$ cat src/rtl/sram_port_pkg.sv
package sram_port_pkg;

  typedef enum logic [2:0] {
    ST_IDLE,
    ST_RD,
    ST_RD_GAP,
    ST_WR,
    ST_WR_END
  } seq_state_e;

  // Round a nanosecond minimum up to clock cycles, never below one cycle.
  function automatic int unsigned ns_to_cyc(input int unsigned ns, input int unsigned clk_ns);
    int unsigned c;
    c = (ns + clk_ns - 1) / clk_ns;
    if (c < 1) c = 1;
    return c;
  endfunction

  function automatic int unsigned max3(input int unsigned a, input int unsigned b,
                                       input int unsigned c);
    int unsigned m;
    m = (a > b) ? a : b;
    return (m > c) ? m : c;
  endfunction

endpackage

$ cat src/rtl/sram_port_timer.sv
module sram_port_timer #(
  parameter int unsigned CNT_W = 2
) (
  input  logic             clk,
  input  logic             rst_n,
  input  logic             load,
  input  logic [CNT_W-1:0] load_val,
  output logic             last
);

  logic [CNT_W-1:0] cnt_q;

  // Loaded with N on entry to a phase; 'last' marks the Nth cycle of it.
  always_ff @(posedge clk or negedge rst_n) begin
    if (!rst_n) begin
      cnt_q <= '0;
    end else if (load) begin
      cnt_q <= load_val;
    end else if (cnt_q != '0) begin
      cnt_q <= cnt_q - 1'b1;
    end
  end

  assign last = (cnt_q == CNT_W'(1));

endmodule

$ cat src/rtl/sram_port_seq.sv
module sram_port_seq
  import sram_port_pkg::*;
#(
  parameter int unsigned CNT_W  = 2,
  parameter int unsigned C_ACC  = 3,
  parameter int unsigned C_WLOW = 3,
  parameter int unsigned C_OFF  = 2
) (
  input  logic             clk,
  input  logic             rst_n,
  input  logic             start,
  input  logic             start_we,
  input  logic             tmr_last,
  output logic             tmr_load,
  output logic [CNT_W-1:0] tmr_val,
  output logic             capture,
  output logic             busy,
  output logic             cs_n,
  output logic             we_n,
  output logic             oe_n,
  output logic             dq_oe
);

  seq_state_e state_q, state_d;
  logic busy_q, cs_n_q, we_n_q, oe_n_q, dq_oe_q;

  always_comb begin
    state_d  = state_q;
    tmr_load = 1'b0;
    tmr_val  = '0;
    capture  = 1'b0;
    unique case (state_q)
      ST_IDLE: begin
        if (start) begin
          tmr_load = 1'b1;
          if (start_we) begin
            state_d = ST_WR;
            tmr_val = CNT_W'(C_WLOW);
          end else begin
            state_d = ST_RD;
            tmr_val = CNT_W'(C_ACC);
          end
        end
      end
      ST_RD: begin
        if (tmr_last) begin
          state_d  = ST_RD_GAP;
          tmr_load = 1'b1;
          tmr_val  = CNT_W'(C_OFF);
          capture  = 1'b1;
        end
      end
      ST_RD_GAP: begin
        if (tmr_last) state_d = ST_IDLE;
      end
      ST_WR: begin
        if (tmr_last) state_d = ST_WR_END;
      end
      ST_WR_END: begin
        state_d = ST_IDLE;
      end
      default: state_d = ST_IDLE;
    endcase
  end

  // Pin controls are registered from the next state so they leave flops cleanly.
  always_ff @(posedge clk or negedge rst_n) begin
    if (!rst_n) begin
      state_q <= ST_IDLE;
      busy_q  <= 1'b0;
      cs_n_q  <= 1'b1;
      we_n_q  <= 1'b1;
      oe_n_q  <= 1'b1;
      dq_oe_q <= 1'b0;
    end else begin
      state_q <= state_d;
      busy_q  <= (state_d != ST_IDLE);
      cs_n_q  <= !((state_d == ST_RD) || (state_d == ST_WR));
      we_n_q  <= !(state_d == ST_WR);
      oe_n_q  <= !(state_d == ST_RD);
      dq_oe_q <= ((state_d == ST_WR) && (state_q == ST_WR)) || (state_d == ST_WR_END);
    end
  end

  assign busy  = busy_q;
  assign cs_n  = cs_n_q;
  assign we_n  = we_n_q;
  assign oe_n  = oe_n_q;
  assign dq_oe = dq_oe_q;

endmodule

$ cat src/rtl/sram_port_dpath.sv
module sram_port_dpath #(
  parameter int unsigned ADDR_W = 15,
  parameter int unsigned DATA_W = 8
) (
  input  logic              clk,
  input  logic              rst_n,
  input  logic              accept,
  input  logic [ADDR_W-1:0] req_addr,
  input  logic [DATA_W-1:0] req_wdata,
  input  logic              capture,
  input  logic [DATA_W-1:0] dq_in,
  output logic [ADDR_W-1:0] mem_addr,
  output logic [DATA_W-1:0] dq_out,
  output logic [DATA_W-1:0] rd_data,
  output logic              rd_valid
);

  logic [ADDR_W-1:0] addr_q;
  logic [DATA_W-1:0] wdata_q, rdata_q;
  logic              rvalid_q;

  // Address and write data stay put from acceptance until the next request.
  always_ff @(posedge clk or negedge rst_n) begin
    if (!rst_n) begin
      addr_q  <= '0;
      wdata_q <= '0;
    end else if (accept) begin
      addr_q  <= req_addr;
      wdata_q <= req_wdata;
    end
  end

  always_ff @(posedge clk or negedge rst_n) begin
    if (!rst_n) begin
      rdata_q  <= '0;
      rvalid_q <= 1'b0;
    end else begin
      rvalid_q <= capture;
      if (capture) rdata_q <= dq_in;
    end
  end

  assign mem_addr = addr_q;
  assign dq_out   = wdata_q;
  assign rd_data  = rdata_q;
  assign rd_valid = rvalid_q;

endmodule

$ cat src/rtl/sram_port_ctrl.sv
module sram_port_ctrl
  import sram_port_pkg::*;
#(
  parameter int unsigned ADDR_W   = 15,
  parameter int unsigned DATA_W   = 8,
  parameter int unsigned CLK_NS   = 4,
  parameter int unsigned T_AA_NS  = 12,
  parameter int unsigned T_ACS_NS = 12,
  parameter int unsigned T_WP_NS  = 8,
  parameter int unsigned T_DSU_NS = 6,
  parameter int unsigned T_WC_NS  = 12,
  parameter int unsigned T_OFF_NS = 6
) (
  input  logic              clk,
  input  logic              rst_n,
  input  logic              req_valid,
  input  logic              req_we,
  input  logic [ADDR_W-1:0] req_addr,
  input  logic [DATA_W-1:0] req_wdata,
  output logic              busy,
  output logic              rd_valid,
  output logic [DATA_W-1:0] rd_data,
  output logic [ADDR_W-1:0] sram_addr,
  output logic              sram_cs_n,
  output logic              sram_we_n,
  output logic              sram_oe_n,
  output logic              sram_dq_oe,
  output logic [DATA_W-1:0] sram_dq_out,
  input  logic [DATA_W-1:0] sram_dq_in
);

  localparam int unsigned T_ACC_NS = (T_AA_NS > T_ACS_NS) ? T_AA_NS : T_ACS_NS;
  localparam int unsigned C_ACC    = ns_to_cyc(T_ACC_NS, CLK_NS);
  localparam int unsigned C_WP     = ns_to_cyc(T_WP_NS, CLK_NS);
  localparam int unsigned C_DSU    = ns_to_cyc(T_DSU_NS, CLK_NS);
  localparam int unsigned C_WC     = ns_to_cyc(T_WC_NS, CLK_NS);
  localparam int unsigned C_OFF    = ns_to_cyc(T_OFF_NS, CLK_NS);
  // Data drivers start one cycle late, so setup needs one extra pulse cycle;
  // the deselect cycle after the pulse counts toward the write cycle time.
  localparam int unsigned C_WLOW   = max3(C_WP, C_DSU + 1, (C_WC > 1) ? C_WC - 1 : 1);
  localparam int unsigned C_MAX    = max3(C_ACC, C_WLOW, C_OFF);
  localparam int unsigned CNT_W    = $clog2(C_MAX + 1);

  logic             accept;
  logic             tmr_load, tmr_last, capture;
  logic [CNT_W-1:0] tmr_val;

  assign accept = req_valid && !busy;

  sram_port_timer #(.CNT_W(CNT_W)) u_timer (
    .clk      (clk),
    .rst_n    (rst_n),
    .load     (tmr_load),
    .load_val (tmr_val),
    .last     (tmr_last)
  );

  sram_port_seq #(
    .CNT_W  (CNT_W),
    .C_ACC  (C_ACC),
    .C_WLOW (C_WLOW),
    .C_OFF  (C_OFF)
  ) u_seq (
    .clk      (clk),
    .rst_n    (rst_n),
    .start    (accept),
    .start_we (req_we),
    .tmr_last (tmr_last),
    .tmr_load (tmr_load),
    .tmr_val  (tmr_val),
    .capture  (capture),
    .busy     (busy),
    .cs_n     (sram_cs_n),
    .we_n     (sram_we_n),
    .oe_n     (sram_oe_n),
    .dq_oe    (sram_dq_oe)
  );

  sram_port_dpath #(.ADDR_W(ADDR_W), .DATA_W(DATA_W)) u_dpath (
    .clk       (clk),
    .rst_n     (rst_n),
    .accept    (accept),
    .req_addr  (req_addr),
    .req_wdata (req_wdata),
    .capture   (capture),
    .dq_in     (sram_dq_in),
    .mem_addr  (sram_addr),
    .dq_out    (sram_dq_out),
    .rd_data   (rd_data),
    .rd_valid  (rd_valid)
  );

endmodule

$ cat config.mk
export PLATFORM = sky130hd
export DESIGN_NAME = sram_port_ctrl
export DESIGN_NICKNAME = d
export VERILOG_FILES = /design/src/rtl/sram_port_pkg.sv /design/src/rtl/sram_port_timer.sv /design/src/rtl/sram_port_seq.sv /design/src/rtl/sram_port_dpath.sv /design/src/rtl/sram_port_ctrl.sv
export SDC_FILE = /design/constraint.sdc
export NUM_CORES = 1
export LEC_CHECK = 0
export BUFFER_PORTS_ARGS = -buffer_cell sky130_fd_sc_hd__buf_2
export CAP_MARGIN = 15
export CORE_MARGIN = 5
export CORE_UTILIZATION = 26
export CTS_BUF_LIST = sky130_fd_sc_hd__clkbuf_4 sky130_fd_sc_hd__clkbuf_8
export CTS_CLUSTER_SIZE = 14
export DETAILED_ROUTE_END_ITERATION = 16
export HOLD_SLACK_MARGIN = 0.05
export PLACE_DENSITY = 0.6
export SYNTH_ARGS = -nofsm -noshare
export SYNTH_HDL_FRONTEND = slang
export SYNTH_SLANG_ARGS = --single-unit
export TNS_END_PERCENT = 100
$ cat constraint.sdc
create_clock -name clk -period 2.25 [get_ports clk]
set_clock_uncertainty 0.2 [all_clocks]
set_input_delay 0.225 -clock clk [delete_from_list [all_inputs] [get_ports clk]]
set_output_delay 0.225 -clock clk [all_outputs]
set_load 0.02 [all_outputs]
==> run metrics <==
DR DRC count 0; yosys warns 0; Initial Util 0.265; vias 1248; share of the clock period used by the worst path after layout 0.816; crit end category register; share of layout cells above drive strength 1 0.538; die outline width 90.2 um; Worst Path Required 2.23 ns; Post-Syn Instances 111; WL per Instance 13.0 um; Pre-Repair DR Iteration Count 4; Nets 257; Post-Route WL 3880 um; area share of the largest cell type after synthesis 0.584; setup_tns 0 ns; # IOs 72; worst-path cell chain inv_1 -> ha_1 -> nor2b_1 -> and2_4 -> mux2_2; Max VDD drop 560 uV; Clock Path Buffers 2; Total GRT Usage 0.100; number of antenna violations at the first check in global routing 0; relative slew slack 0.828; core area 6310 um2; largest net degree at the start of global routing 43; final setup margin 0.415 ns; overall power 3.50 mW; Worst Path Buf+Inv 1; post-synthesis register bit count 42; TritonCTS buffer count 5; vias in the first global route 1305; clk sinks 42; Final Slew Violations 0; DP Worst Slack 0.422 ns; CP Data Arrival Time 1.82 ns; syn_nets 148; Row Count 29; Worst Setup Path Type register to register; H-tree levels 2; Reg clk slew, reported paths 0.08 ns; die height 90.2 um; delay-heaviest family, CP simple AND/OR/NAND/NOR gates; Distinct cells, synth 27; fin area 2570 um2; critical path's largest stage delay 0.38 ns; n_diodes 0; main area contributors after synthesis dfrtp_1, mux2_2, mux2_4; postcts setup bufs 0; Setup crit start kind register; Leak 1.23 nW; register area share after synthesis 0.631; run status finished clean; CTS tree built; CP max FO 11; I/O Buffers 71; slowest cell on the critical path dfrtp_1; Post-DRT Antenna Nets 0; die area 8130 um2; clk_lat worst skew 0.29 ns; most frequent cells in the layout buf_2, dfrtp_1, dlygate4sd3_1; HPWL Detailed 2560 um; Via density 4.19; gr ovfl total 0; first-pass GRT wire length 6700 um; leading area contributor after synthesis dfrtp_1; DR iter-0 viols 32; Cell Area, Placed 2120 um2; most common cell after layout, fill and taps aside buf_2; setup violators final 0; area grow syn2layout 53.7%; gpl congestion 0.705; fmax 545 MHz; Syn Area/Cell 15.1 um2; area of the mapped netlist 1670 um2; Worst Tran Pin Value 0.258 ns; root buf cell clkbuf_8; Final min period 1.84 ns; final core occ 0.407; MaxCap Viol Count 0; unrepaired setup endpoints after global routing no; Power Density 1360 nW/um2; Worst Hold Class primary input to asynchronous set/reset pin; Fin. Hold Viols 0
-- cells by family (layout without fill, tap and decap cells) --
logic type      after synthesis  count (layout)  share of synthesized area
xor+xnor                      1               1                    0.00524
compound gates                9               9                     0.0314
fa+ha+maj                     2               2                     0.0150
buf+inv                       8             118                     0.0269
simple gates                 18              18                     0.0659
flops                        42              42                      0.631
mux                          31              31                      0.225
-- state kept, by name, indices dropped and copies added (netlist names) --
register and count:
u_seq.we_n 1, u_dpath.rd_valid 1, u_seq.oe_n 1, u_seq.dq_oe 1
u_dpath.dq_out 8, u_timer.cnt_q 2, u_seq.cs_n 1, u_dpath.rd_data 8
u_dpath.mem_addr 15, u_seq.state_q 3, u_seq.busy 1
-- power by group --
part	internal, mW	switching (mW)
Combinational	0.719	0.849
Clock	0.343	0.258
Sequential	1.13	0.197
-- worst min-delay path, stage by stage --
cell	delay (ns)
dlygate4sd3_1	0.53
buf_2	0.12
buf_12	0.23
-- per-stage QoR --
stage | std cells | hold slack, ns
after floorplan | 111 | -0.271
after global placement | 257 | 0.0201
after detailed placement | 257 | 0.0199
after CTS | 298 | 0.237
after global routing | 298 | 0.303
final | 298 | 0.247
-- routing by layer --
metal / up-vias / routed length [um] / track usage
met5: - / 0 / 0
met4: 0 / 38 / 0.0223
met3: 6 / 292 / 0.0417
met2: 50 / 1740 / 0.154
met1: 592 / 1810 / 0.132
li1: 600 / - / -
-- repair_timing --
action / CTS / global route
endpoints found under the setup margin: 0 / 0
resized for setup: 0 / 0
hold buffers: 33 / 0
endpoints found under the hold margin: 74 / 0
-- final timing paths --
kind | slack, ns | start | cells after the start | end
max | 0.41 | u_timer.cnt_q[1] | 5 | u_dpath.rd_data[0]
min in group clk | 0.30 | req_valid | 4 | u_dpath.mem_addr[12]
min | 0.25 | rst_n | 3 | u_dpath.rd_data[5]
max in group asynchronous | 1.35 | rst_n | 3 | u_seq.we_n
min reg2reg | 0.30 | u_dpath.mem_addr[5] | 1 | u_dpath.mem_addr[5]
max reg2reg | 0.41 | u_timer.cnt_q[1] | 5 | u_dpath.rd_data[0]
-- cell usage after synthesis --
cell type	count
buf_2	3
and3_1	1
or3_1	1
nand2_1	1
mux2_2	24
nor2b_2	1
o21a_1	1
nand3_1	1
ha_1	2
a21oi_1	4
a21o_1	1
nor2_1	5
nor2b_1	4
dfrtp_1	39
dfstp_2	3
nand2b_1	1
a211oi_1	1
o21ai_1	1
nand3b_1	1
buf_4	1
or4b_4	1
mux2_4	7
inv_1	3
o21ai_0	1
and2_4	1
xor2_1	1
buf_6	1
-- layout make-up --
class,instances,area (um2)
Sequential cell,42,1050
Multi-Input combinational cell,61,572
Timing Repair Buffer,107,721
Tap cell,77,96.3
Fill cell,596,3740
Clock inverter,2,37.5
Inverter,3,11.3
Clock buffer,6,76.3
Note: power is estimated with default switching activity, not from simulation.
